**config.mk**
```make
export PLATFORM = sky130hd
export DESIGN_NAME = dual_byte_8b10b_enc
export DESIGN_NICKNAME = d
export VERILOG_FILES = /design/src/rtl/dual_byte_8b10b_enc.sv
export SDC_FILE = /design/constraint.sdc
export NUM_CORES = 1
export LEC_CHECK = 0
export BUFFER_PORTS_ARGS = -buffer_cell sky130_fd_sc_hd__buf_2
export CORE_MARGIN = 5
export CORE_UTILIZATION = 60
export CTS_BUF_LIST = sky130_fd_sc_hd__clkbuf_4
export CTS_CLUSTER_DIAMETER = 80
export DETAILED_ROUTE_END_ITERATION = 8
export PLACE_DENSITY = 0.93
export RECOVER_POWER = 50
export SYNTH_ARGS = -nofsm -noshare
export SYNTH_HDL_FRONTEND = slang
export SYNTH_SLANG_ARGS = --single-unit
```
**constraint.sdc**
```tcl
create_clock -name clk -period 13.2 [get_ports clk]
set_input_delay 1.32 -clock clk [delete_from_list [all_inputs] [get_ports clk]]
set_output_delay 1.32 -clock clk [all_outputs]
set_load 0.01 [all_outputs]
```
**src/rtl/dual_byte_8b10b_enc.sv**
```systemverilog
module dual_byte_8b10b_enc (
  input  logic        clk,
  input  logic        rst_n,
  input  logic        tx_en,
  input  logic        tx_er,
  input  logic [15:0] tx_data,
  output logic [19:0] code_word
);

  localparam logic [7:0] BYTE_K28_5 = 8'hBC;
  localparam logic [7:0] BYTE_K23_7 = 8'hF7;
  localparam logic [7:0] BYTE_K30_7 = 8'hFE;
  localparam logic [7:0] BYTE_D5_6  = 8'hC5;
  localparam logic [7:0] BYTE_D16_2 = 8'h50;

  function automatic logic [5:0] six_neg(input logic [4:0] x);
    case (x)
      5'd0:  six_neg = 6'b100111;
      5'd1:  six_neg = 6'b011101;
      5'd2:  six_neg = 6'b101101;
      5'd3:  six_neg = 6'b110001;
      5'd4:  six_neg = 6'b110101;
      5'd5:  six_neg = 6'b101001;
      5'd6:  six_neg = 6'b011001;
      5'd7:  six_neg = 6'b111000;
      5'd8:  six_neg = 6'b111001;
      5'd9:  six_neg = 6'b100101;
      5'd10: six_neg = 6'b010101;
      5'd11: six_neg = 6'b110100;
      5'd12: six_neg = 6'b001101;
      5'd13: six_neg = 6'b101100;
      5'd14: six_neg = 6'b011100;
      5'd15: six_neg = 6'b010111;
      5'd16: six_neg = 6'b011011;
      5'd17: six_neg = 6'b100011;
      5'd18: six_neg = 6'b010011;
      5'd19: six_neg = 6'b110010;
      5'd20: six_neg = 6'b001011;
      5'd21: six_neg = 6'b101010;
      5'd22: six_neg = 6'b011010;
      5'd23: six_neg = 6'b111010;
      5'd24: six_neg = 6'b110011;
      5'd25: six_neg = 6'b100110;
      5'd26: six_neg = 6'b010110;
      5'd27: six_neg = 6'b110110;
      5'd28: six_neg = 6'b001110;
      5'd29: six_neg = 6'b101110;
      5'd30: six_neg = 6'b011110;
      default: six_neg = 6'b101011;
    endcase
  endfunction

  function automatic logic [3:0] four_neg(input logic [2:0] y);
    case (y)
      3'd0: four_neg = 4'b1011;
      3'd1: four_neg = 4'b1001;
      3'd2: four_neg = 4'b0101;
      3'd3: four_neg = 4'b1100;
      3'd4: four_neg = 4'b1101;
      3'd5: four_neg = 4'b1010;
      3'd6: four_neg = 4'b0110;
      default: four_neg = 4'b1110;
    endcase
  endfunction

  // returns {disparity_out, group}; group bit 0 is code bit a
  function automatic logic [10:0] enc_group(input logic [7:0] b, input logic k, input logic rd_in);
    logic [4:0] x;
    logic [2:0] y;
    logic [5:0] s6, c6;
    logic [3:0] s4, c4;
    logic       bal6, bal4, rd_mid, rd_out, alt;
    logic [9:0] lit, grp;
    x = b[4:0];
    y = b[7:5];
    s6 = (k && x == 5'd28) ? 6'b001111 : six_neg(x);
    bal6 = ($countones(s6) == 3);
    c6 = (rd_in && (!bal6 || (!k && x == 5'd7))) ? ~s6 : s6;
    rd_mid = bal6 ? rd_in : ~rd_in;
    alt = (y == 3'd7) && (k || (rd_mid ? (x == 5'd11 || x == 5'd13 || x == 5'd14)
                                       : (x == 5'd17 || x == 5'd18 || x == 5'd20)));
    s4 = alt ? 4'b0111 : four_neg(y);
    bal4 = ($countones(s4) == 2);
    if (k && x == 5'd28 && bal4 && y != 3'd3)
      c4 = rd_in ? ~s4 : s4;
    else
      c4 = (rd_mid && (!bal4 || y == 3'd3)) ? ~s4 : s4;
    rd_out = bal4 ? rd_mid : ~rd_mid;
    lit = {c6, c4};
    for (int i = 0; i < 10; i++) grp[i] = lit[9-i];
    return {rd_out, grp};
  endfunction

  logic        rd_q;
  logic [7:0]  lo_byte, hi_byte;
  logic        lo_k, hi_k, idle;
  logic [10:0] lo_enc, hi_enc;

  assign idle = !tx_en && !tx_er;

  always_comb begin
    lo_k    = 1'b1;
    hi_k    = 1'b1;
    lo_byte = BYTE_K28_5;
    hi_byte = BYTE_K28_5;
    case ({tx_en, tx_er})
      2'b10: begin
        lo_byte = tx_data[7:0];
        hi_byte = tx_data[15:8];
        lo_k    = 1'b0;
        hi_k    = 1'b0;
      end
      2'b01: begin
        lo_byte = BYTE_K23_7;
        hi_byte = BYTE_K23_7;
      end
      2'b11: begin
        lo_byte = BYTE_K30_7;
        hi_byte = BYTE_K30_7;
      end
      default: ;
    endcase
    lo_enc = enc_group(lo_byte, lo_k, rd_q);
    if (idle) begin
      hi_byte = lo_enc[10] ? BYTE_D16_2 : BYTE_D5_6;
      hi_k    = 1'b0;
    end
    hi_enc = enc_group(hi_byte, hi_k, lo_enc[10]);
  end

  always_ff @(posedge clk or negedge rst_n) begin
    if (!rst_n) begin
      rd_q      <= 1'b0;
      code_word <= '0;
    end else begin
      rd_q      <= hi_enc[10];
      code_word <= {hi_enc[9:0], lo_enc[9:0]};
    end
  end

endmodule


```
==> implementation parameters, run 1 <==
Parameter                              Value

Status
  Outcome    complete, no violations

Setup path
  Critical path fanouts, max    4
  Crit path capture type    register
  Arrival time reported for the critical path endpoint    13.02 ns
  Kind of critical path    input port to register
  Top cell by count, worst path    fa_1
  Maximum cell stage delay along the critical path    0.54 ns
  Data required time of the worst path    13.44 ns
  Cell type of the slowest stage on the worst timing path    fa_1
  Critical Path Source Type    input port
  Depth of the most critical reg-to-reg path    36

Timing
  Worst slew margin relative to its limit    31.62%
  Final critical-path required period    between 10 and 15 ns
  Share of the clock period used by the worst path after layout    approximately 97%
  Max frequency    78.28 MHz
  Count of final setup violators    0
  Skew final    0.01239 ns
  Number of max-slew violations in the final report    0
  Hold violation count in the final report    0
  Worst Max-Slew Pin Slew    1.026 ns

Logic synthesis
  Leading post-synthesis cells by instance count    nor2_1 (29), a21oi_1 (28), o21ai_0 (24), ha_1 (22), dfrtp_1 (21)
  Flops & latches, synth    21
  Sequential-to-total area share from yosys stat    19.14%
  Post-synthesis cell type with the largest combined area    dfrtp_1
  Post-Synthesis Mean Instance Area    8.344 sq um
  Count of different cell masters after synthesis    70
  Top-area cell type share of the netlist area    19.14%
  Synth async-reset ratio    100.0%
  Mapped cell area    around 2700 sq um
  Post-Synthesis Cells    329
  Cell with the most instances after synthesis    nor2_1
  Primary FF master, synth    dfrtp_1
  Count of flip-flops with a built-in enable after synthesis    0
  Cell types occupying the most area after synthesis    dfrtp_1 (19%), ha_1 (10%), fa_1 (5.8%), a21oi_1 (5.1%), o21ai_0 (4.4%)
  Synthesized Nets    379
  Yosys synthesis warning count    0

Place
  Half-perimeter wire length after placement    5398 um
  Final estimated routing congestion in global placement    1.033
  Cell total after placement    428
  Count of port buffers added during placement    39

Routing
  Post-detailed-route via-to-cell ratio    ~6.4
  Via Count    ~2,800
  Remaining antenna violation count    0
  First-pass iteration count of the detailed router    5
  Total wirelength of the detailed-routed design    between 7000 and 8000 um
  Routed wire per std cell    approximately 16 um
  Post-detailed-route DRC marker count    0
  Number of design-rule violations left by the first detailed-router iteration    350

Power
  Static leakage power    between 1 and 1.5 nW
  Worst VDD drop    78.02 uV
  Total power consumption of the routed design    577.4 uW
  Power per unit of standard cell area    173.9 nW/um^2

Global routing
  Overall global routing resource usage    23.48%
  Number of antenna violations at the first check in global routing    0
  Grt total ovfl    0
  Pin count of the biggest net entering global routing    approximately 50
  First-pass GRT wire length    11,970 um
  Vias in the first global route    2,563

Clocking
  Insertion delay to the later sink of the worst-skew pair    0.31 ns
  H-tree level count    1
  Clock tree root driver cell    clkbuf_4
  TritonCTS Sinks    21
  Max clock buf depth    2
  Number of buffers inserted for hold repair after clock tree synthesis    0
  Total clock buffers created by CTS    3
  Clock tree from TritonCTS    yes
  Clk pin slew, worst setup/hold paths    0.11 ns

Cells and area
  Final-stage net count    438
  Syn-to-layout area delta    20.97%
  Inserted Diodes    0
  Layout cells sized above 1    29.20%
  Layout Cells excl Fill    439

Die
  Total die area    6028 sq um
  Horizontal die dimension    77.64 um
  Core region area    ~4400 sq um
  Top-Level Pins    40
  Starting density of the core    62.61%
  Number of placement rows    24
  Die height    a little under 80 um

Hold path
  Count of cells along the worst hold path    2
  Class of the most critical hold timing path    register to register

Job
  Number of violations of the max-capacitance limit    0
[critical path: cells and delay by family]
kind	cells	cell delay [ns]
simple gates	11	2.57
compound gates	13	2.56
xor+xnor	3	0.42
buf+inv	9	0.71
fa+ha+maj	16	5.42
[report_power, final]
part	total (mW)	internal (mW)	switching, mW
Sequential	0.115	0.103	0.0124
Clock	0.0298	0.0113	0.0184
Combinational	0.432	0.200	0.232
[what timing repair did]
item,4_1_cts,5_1_grt
setup buffers,0,7
setup endpoints to repair,0,4
resized for setup,0,20
[layout by cell type (no fill, tap or decap), drive strengths merged, types with 2 or more instances in the layout]
| master | Yosys | layout |
|---|---|---|
| buf | 13 | 64 |
| nor2 | 29 | 29 |
| a21oi | 29 | 29 |
| o21ai | 28 | 28 |
| ha | 22 | 22 |
| dfrtp | 21 | 21 |
| nand2 | 18 | 18 |
| inv | 18 | 18 |
| nand2b | 13 | 13 |
| xnor2 | 13 | 13 |
| clkbuf | 7 | 13 |
| xor2 | 12 | 12 |
| nand3 | 8 | 8 |
| fa | 8 | 8 |
| nor2b | 6 | 6 |
| nand3b | 5 | 5 |
| mux2i | 4 | 4 |
| and3 | 4 | 4 |
| o32ai | 4 | 4 |
| nor3 | 4 | 4 |
| nor3b | 4 | 4 |
| nor4 | 4 | 4 |
| o221ai | 3 | 3 |
| o211ai | 3 | 3 |
| or3 | 3 | 3 |
| o21a | 3 | 3 |
| a211oi | 3 | 3 |
| a311oi | 3 | 3 |
| o31ai | 2 | 2 |
| or2 | 2 | 2 |
| o31a | 2 | 2 |
| a211o | 2 | 2 |
| a311o | 2 | 2 |
| o21bai | 2 | 2 |
| nand4 | 2 | 2 |
| o22ai | 2 | 2 |
| a221oi | 2 | 2 |
| or3b | 2 | 2 |
[flip-flops by register name, indices dropped and copies added (netlist names)]
| register | flops |
|---|---|
| rd_q | 1 |
| code_word | 20 |
[metrics by stage]
| stage | hold WS (ns) | setup WS (ns) | TNS (ns) | util, % | instance area [sq um] |
|---|---|---|---|---|---|
| finish | 0.9024 | 0.4256 | 0 | 75.74 | 3321 |
| global placement | 0.8552 | 0.3956 | 0 | 72.29 | 3169 |
| detailed placement | 0.8586 | -0.05371 | -0.1844 | 72.29 | 3169 |
| global route | 0.9582 | -0.08716 | -0.3266 | 75.74 | 3321 |
| CTS | 0.9078 | 0.2630 | 0 | 72.92 | 3197 |
| floorplan | 0.7412 | 0.02569 | 0 | - | 2820 |
[cell type report]
cell class / instances / area [sq um]
clock buffer: 3 / 22.52
timing repair buffer: 74 / 447.9
clock inverter: 1 / 5.005
tap: 52 / 65.06
fill: 289 / 1064
inverter: 18 / 67.56
sequential: 21 / 525.5
multi-input combinational: 270 / 2187
[layer usage]
layer,vias to the layer above,global-route usage [%],part of all wire (%)
li1,1297,-,-
met1,1301,32.13,39
met5,-,0,0
met2,171,38.56,49
met4,0,8.763,2.8
met3,30,1.852,9.5
[cell families (layout without fill, tap and decap cells)]
family | after synthesis | in the layout | synth area share [%]
simple gates | 109 | 109 | 22.38
xor+xnor | 25 | 25 | 8.934
flops | 21 | 21 | 19.14
buf+inv | 38 | 96 | 6.426
compound gates | 102 | 102 | 25.80
fa+ha+maj | 30 | 30 | 15.86
mux | 4 | 4 | 1.459
[final timing paths]
kind	endpoint	slack [ns]	start
setup / recovery	code_word[16]$_DFF_PN0_	0.43	tx_er
max in group asynchronous	code_word[6]$_DFF_PN0_	11.42	rst_n
min in group asynchronous	code_word[12]$_DFF_PN0_	1.15	rst_n
hold reg to reg	code_word[3]$_DFF_PN0_	0.90	rd_q$_DFF_PN0_
hold / removal	code_word[3]$_DFF_PN0_	0.90	rd_q$_DFF_PN0_
setup reg to reg	code_word[16]$_DFF_PN0_	4.44	rd_q$_DFF_PN0_
Power figures use the tool's default switching activity.
==> run 2, diff against run 1 <==
--- a/config.mk
+++ b/config.mk
@@ -13,6 +13,7 @@
 export DETAILED_ROUTE_END_ITERATION = 8
 export PLACE_DENSITY = 0.93
 export RECOVER_POWER = 50
+export SETUP_SLACK_MARGIN = 0.5
 export SYNTH_ARGS = -nofsm -noshare
 export SYNTH_HDL_FRONTEND = slang
 export SYNTH_SLANG_ARGS = --single-unit
==> implementation parameters, run 2 (synthesized netlist as in run 1, its figures left out) <==
Parameter                              Value

Status
  Outcome    complete, no violations

Hold path
  Endpoint of the worst hold-timing path    code_word[3]$_DFF_PN0_
  Count of cells along the worst hold path    2 (unchanged)
  Class of the most critical hold timing path    register to register
  Startpoint of the tightest hold check path    rd_q$_DFF_PN0_

Setup path
  Reg2Reg Capture Point    code_word[16]$_DFF_PN0_
  Critical path fanouts, max    5 (+1)
  FF-to-FF setup slack    4.33 ns (-0.11 ns)
  Data required time of the worst path    13.44 ns (about the same)
  Arrival time reported for the critical path endpoint    12.96 ns (-0.06 ns)
  Critical Path Source Type    input port
  Top cell by count, worst path    fa_1
  Cell type of the slowest stage on the worst timing path    fa_2
  Crit path capture type    register
  Maximum cell stage delay along the critical path    0.51 ns (-0.03 ns)
  Kind of critical path    input port to register
  Depth of the most critical reg-to-reg path    39 (+8.3%)
  Startpoint of the lowest-slack register-to-register path    rd_q$_DFF_PN0_

Timing
  Share of the clock period used by the worst path after layout    96.37% (-0.40 points)
  Max frequency    78.61 MHz (+0.42%)
  Worst slew margin relative to its limit    30.17% (-1.5 points)
  Number of max-slew violations in the final report    0 (unchanged)
  Unrepaired setup endpoints after global routing    yes
  Count of final setup violators    0 (unchanged)
  Hold violation count in the final report    0 (unchanged)
  Final critical-path required period    12.72 ns (-0.05332 ns)
  Worst Max-Slew Pin Slew    1.047 ns (+0.02178 ns)
  Skew final    0.005680 ns (-0.006715 ns)

Global routing
  First-pass GRT wire length    12,500 um (+4.4%)
  Vias in the first global route    2,677 (+4.4%)
  Grt total ovfl    0 (unchanged)
  Pin count of the biggest net entering global routing    49 (unchanged)
  Number of antenna violations at the first check in global routing    0 (unchanged)
  Overall global routing resource usage    24.52% (+1.0 points)

Routing
  Remaining antenna violation count    0 (unchanged)
  Post-detailed-route via-to-cell ratio    6.461 (+1.3%)
  Routed wire per std cell    18.20 um (+11%)
  First-pass iteration count of the detailed router    6 (+1)
  Total wirelength of the detailed-routed design    8010 um (+12%)
  Post-detailed-route DRC marker count    0 (unchanged)
  Number of design-rule violations left by the first detailed-router iteration    263 (-25%)
  Via Count    2,843 (+1.6%)

Die
  Top-Level Pins    40 (unchanged)
  Number of placement rows    24 (unchanged)
  Starting density of the core    62.61% (unchanged)
  Horizontal die dimension    77.64 um (unchanged)
  Core region area    4384 sq um (unchanged)
  Total die area    6028 sq um (unchanged)
  Die height    77.64 um (unchanged)

Clocking
  Clock tree from TritonCTS    yes
  Max clock buf depth    2 (unchanged)
  Insertion delay to the later sink of the worst-skew pair    0.31 ns (about the same)
  H-tree level count    1 (unchanged)
  Total clock buffers created by CTS    3 (unchanged)
  Clock tree root driver cell    clkbuf_4
  Clk pin slew, worst setup/hold paths    0.11 ns (about the same)
  TritonCTS Sinks    21 (unchanged)

Job
  Number of violations of the max-capacitance limit    0 (unchanged)

Cells and area
  Inserted Diodes    0 (unchanged)
  Top flop regs    code_word: 20 flops, rd_q: 1 flops
  Number of fill cells in the layout    274 (-5.2%)
  Syn-to-layout area delta    25.75%
  Utilization after layout    78.74% (+3.0 points)
  Most common cell after layout, fill and taps aside    buf_4
  Layout cells sized above 1    32.47% (+3.3 points)
  Final-stage net count    439 (+0.23%)
  Flip-flop count of the largest register after layout    20 (unchanged)
  Top register by number of flip-flops    code_word
  Leading cell types in the layout, fill and taps excluded    buf_4 (35), nor2_1 (28), buf_2 (26)

Place
  Half-perimeter wire length after placement    5160 um (-4.4%)
  Count of port buffers added during placement    39 (unchanged)
  Final estimated routing congestion in global placement    0.9460 (-8.4%)

Power
  Power per unit of standard cell area    172.3 nW/um^2 (-0.89%)
  Static leakage power    1.422 nW (+0.95%)
  Total power consumption of the routed design    594.9 uW (+3.0%)
  Worst VDD drop    82.64 uV (+5.9%)
run 2: layer usage:
metal | GRT usage [%] | part of all wire [%] | vias up
met3 | 2.662 | 9.5 | 44
li1 | - | - | 1301
met5 | 0 | 0 | -
met1 | 31.72 | 38 | 1292
met4 | 9.966 | 4.4 | 0
met2 | 41.49 | 48 | 206
run 2: worst max-delay path by stage:
stage | depth (start not counted) | to | slack [ns] | from
6_report | 55 | code_word[16]$_DFF_PN0_ | 0.48 | tx_er
5_1_grt | 53 | code_word[16]$_DFF_PN0_ | 0.006 | tx_en
4_1_cts | 53 | code_word[19]$_DFF_PN0_ | 0.50 | tx_er
3_5_place_dp | 53 | code_word[16]$_DFF_PN0_ | -0.30 | tx_en
3_3_place_gp | 52 | code_word[16]$_DFF_PN0_ | 0.07 | tx_en
2_1_floorplan | 53 | code_word[16]$_DFF_PN0_ | 0.48 | tx_en
run 2: critical path: cells and delay by family:
family | cells | cell delay [ns]
fa+ha+maj | 16 | 5.41
compound gates | 13 | 2.43
simple gates | 11 | 2.24
buf+inv | 12 | 1.13
xor+xnor | 3 | 0.43
run 2: power by group:
part / switching (mW) / internal (mW) / total [mW]
combinational: 0.241 / 0.208 / 0.449
clock: 0.0196 / 0.0113 / 0.0309
sequential: 0.0121 / 0.103 / 0.115
total: 0.272 / 0.322 / 0.595
run 2: timing repair:
item / in CTS / in global routing
resized for setup: 12 / 20
setup endpoints to repair: 5 / 5
hold buffers: 0 / 0
buffers inserted: 19 / 8
pin swaps: 19 / 17
run 2: final cells by class:
class / count / area (sq um) / share of cell area [%]
Clock buffer: 3 / 22.52 / 0.6524
Clock inverter: 1 / 5.005 / 0.1450
Inverter: 18 / 70.07 / 2.030
Multi-Input combinational cell: 270 / 2288 / 66.29
Sequential cell: 21 / 525.5 / 15.22
Tap cell: 52 / 65.06 / 1.885
Timing Repair Buffer: 75 / 475.5 / 13.77
run 2: stage by stage:
stage	setup TNS, ns	worst slack [ns]	hold WS (ns)	instance area [sq um]	cells
after floorplan	0	0.4777	0.7412	2902	329
after global placement	0	0.07060	0.8400	3083	409
after detailed placement	-1.175	-0.2968	0.8563	3083	409
after CTS	0	0.4953	0.8827	3297	432
after global routing	0	0.005566	0.9389	3452	440
final	0	0.4790	0.8892	3452	440
==> run 3, diff against run 2 <==
--- a/config.mk
+++ b/config.mk
@@ -11,7 +11,7 @@
 export CTS_BUF_LIST = sky130_fd_sc_hd__clkbuf_4
 export CTS_CLUSTER_DIAMETER = 80
 export DETAILED_ROUTE_END_ITERATION = 8
-export PLACE_DENSITY = 0.93
+export PLACE_DENSITY = 0.83
 export RECOVER_POWER = 50
 export SETUP_SLACK_MARGIN = 0.5
 export SYNTH_ARGS = -nofsm -noshare
==> implementation parameters, run 3 (synthesized netlist as in run 1, its figures left out) <==
Parameter                              Value

Status
  Outcome    complete, no violations

Cells and area
  Top register by number of flip-flops    code_word
  Layout Cells excl Fill    448 (+1.8%)
  Syn-to-layout area delta    27.39%
  Layout cells sized above 1    33.84% (+1.4 points)
  Flip-flop count of the largest register after layout    20 (unchanged)
  Number of fill cells in the layout    274 (unchanged)
  Inserted Diodes    0 (unchanged)
  Final-stage net count    447 (+1.8%)
  Most common cell after layout, fill and taps aside    buf_4
  Leading cell types in the layout, fill and taps excluded    buf_4 (43), nor2_1 (28), buf_2 (26)
  Top flop regs    code_word: 20 flops, rd_q: 1 flops
  Utilization after layout    79.77% (+1.0 points)

Place
  Final estimated routing congestion in global placement    0.9342 (-1.2%)
  Post-Place Worst Slack    -0.1937 ns (+0.1031 ns)
  Half-perimeter wire length after placement    5384 um (+4.3%)
  Count of port buffers added during placement    39 (unchanged)
  Cell total after placement    413 (+0.98%)

Die
  Core region area    4384 sq um (unchanged)
  Die height    77.64 um (unchanged)
  Horizontal die dimension    77.64 um (unchanged)
  Number of placement rows    24 (unchanged)
  Starting density of the core    62.61% (unchanged)
  Top-Level Pins    40 (unchanged)
  Total die area    6028 sq um (unchanged)

Clocking
  Max clock buf depth    2 (unchanged)
  Insertion delay to the later sink of the worst-skew pair    0.33 ns (+0.02 ns)
  H-tree level count    1 (unchanged)
  TritonCTS Sinks    21 (unchanged)
  Total clock buffers created by CTS    3 (unchanged)
  Clock tree from TritonCTS    yes
  Clock tree root driver cell    clkbuf_4
  Number of buffers inserted for hold repair after clock tree synthesis    0 (unchanged)
  Clk pin slew, worst setup/hold paths    0.12 ns (about the same)

Routing
  Post-detailed-route via-to-cell ratio    6.520 (+0.91%)
  Post-detailed-route DRC marker count    0 (unchanged)
  First-pass iteration count of the detailed router    5 (-1)
  Remaining antenna violation count    0 (unchanged)
  Via Count    2,921 (+2.7%)
  Number of design-rule violations left by the first detailed-router iteration    319 (+21%)
  Routed wire per std cell    18.92 um (+3.9%)
  Total wirelength of the detailed-routed design    8476 um (+5.8%)

Timing
  Unrepaired setup endpoints after global routing    yes
  Fin worst setup slack    0.5243 ns (+0.04532 ns)
  Share of the clock period used by the worst path after layout    96.03% (-0.34 points)
  Number of max-slew violations in the final report    0 (unchanged)
  Worst Max-Slew Pin Slew    1.169 ns (+0.1212 ns)
  Final critical-path required period    12.68 ns (-0.04532 ns)
  Max frequency    78.89 MHz (+0.36%)
  Skew final    0.004039 ns (-0.001641 ns)
  Count of final setup violators    0 (unchanged)
  Setup tns final    0 ns (unchanged)
  Hold violation count in the final report    0 (unchanged)
  Worst slew margin relative to its limit    22.09% (-8.1 points)
  Worst slack on hold paths    0.9055 ns (+0.01628 ns)

Setup path
  Data required time of the worst path    13.46 ns (+0.02 ns)
  Worst Path Buf+Inv    11 (-1)
  Maximum cell stage delay along the critical path    0.49 ns (-0.02 ns)
  Arrival time reported for the critical path endpoint    12.93 ns (-0.03 ns)
  Crit path capture type    register
  Critical Path Source Type    input port
  Top cell by count, worst path    fa_1
  Critical path fanouts, max    6 (+1)
  Cell type of the slowest stage on the worst timing path    fa_1
  Family with the most delay on the worst path    adder cells
  Kind of critical path    input port to register

Power
  Static leakage power    1.459 nW (+2.6%)
  Power per unit of standard cell area    170.2 nW/um^2 (-1.2%)
  Worst VDD drop    101.5 uV (+23%)

Global routing
  Overall global routing resource usage    25.60% (+1.1 points)
  Number of antenna violations at the first check in global routing    0 (unchanged)
  Pin count of the biggest net entering global routing    40 (-18%)
  Grt total ovfl    0 (unchanged)
  First-pass GRT wire length    12,700 um (+1.6%)
  Vias in the first global route    2,689 (+0.45%)

Job
  Number of violations of the max-capacitance limit    0 (unchanged)

Hold path
  Class of the most critical hold timing path    register to register
[run 3: changes by cell type in the layout (fill, tap and decap cells not counted), sizes merged]
| cell | delta |
|---|---|
| clkinv | -1 |
| buf | +8 |
| clkbuf | +1 |
[run 3: area by class of cell]
| type | instances | area [sq um] | share of cell area, % |
|---|---|---|---|
| multi-input combinational | 270 | 2268 | 64.87 |
| clock buffer | 4 | 30.03 | 0.8587 |
| tap | 52 | 65.06 | 1.860 |
| inverter | 18 | 72.57 | 2.075 |
| sequential | 21 | 525.5 | 15.03 |
| timing repair buffer | 83 | 535.5 | 15.31 |
[run 3: metal layers]
layer	wire (um)	track usage (%)	up-vias	share of wire (%)
met1	3082	29.26	1346	36
met3	687	3.125	65	8.1
met4	571	13.57	0	6.7
met2	4134	45.99	189	49
met5	0	0	-	0
li1	-	-	1321	-
[run 3: timing repair]
action                     CTS  global route
cloned                       0             0
buffers inserted            21            10
setup endpoints to repair    4             5
gates resized for setup      9            23
pin swaps                   19            21
[run 3: final timing paths]
path	from	end	slack [ns]	cells past startpoint
worst max-delay path	tx_er	code_word[19]$_DFF_PN0_	0.52	54
worst min-delay path	rd_q$_DFF_PN0_	code_word[3]$_DFF_PN0_	0.91	2
worst max register to register	rd_q$_DFF_PN0_	code_word[19]$_DFF_PN0_	4.32	38
worst min register to register	rd_q$_DFF_PN0_	code_word[3]$_DFF_PN0_	0.91	2
max in group asynchronous	rst_n	code_word[4]$_DFF_PN0_	11.32	1
min in group asynchronous	rst_n	code_word[14]$_DFF_PN0_	1.19	1
[run 3: stage by stage]
stage	area [sq um]	total power [mW]
after floorplan	2902	0.4121
after global placement	3113	0.4917
after detailed placement	3113	0.5044
after CTS	3338	0.5701
after global routing	3497	0.6407
final	3497	0.5954
[run 3: worst register-to-register path: cells and delay by family, from the launching register on]
kind | cells | cell delay (ns)
adders and majority gates | 11 | 3.60
and+or+nand+nor | 9 | 1.92
AOI/OAI and AO/OA | 9 | 1.63
xor gates and xnor gates | 3 | 0.60
buffers and inverters | 6 | 0.51
DFF | 1 | 0.55
[run 3: where the power goes]
group,switching (mW),internal (mW),leakage [nW]
registers,0.0128,0.103,0.243
clock network,0.0222,0.0140,0.0184
logic,0.240,0.204,1.20
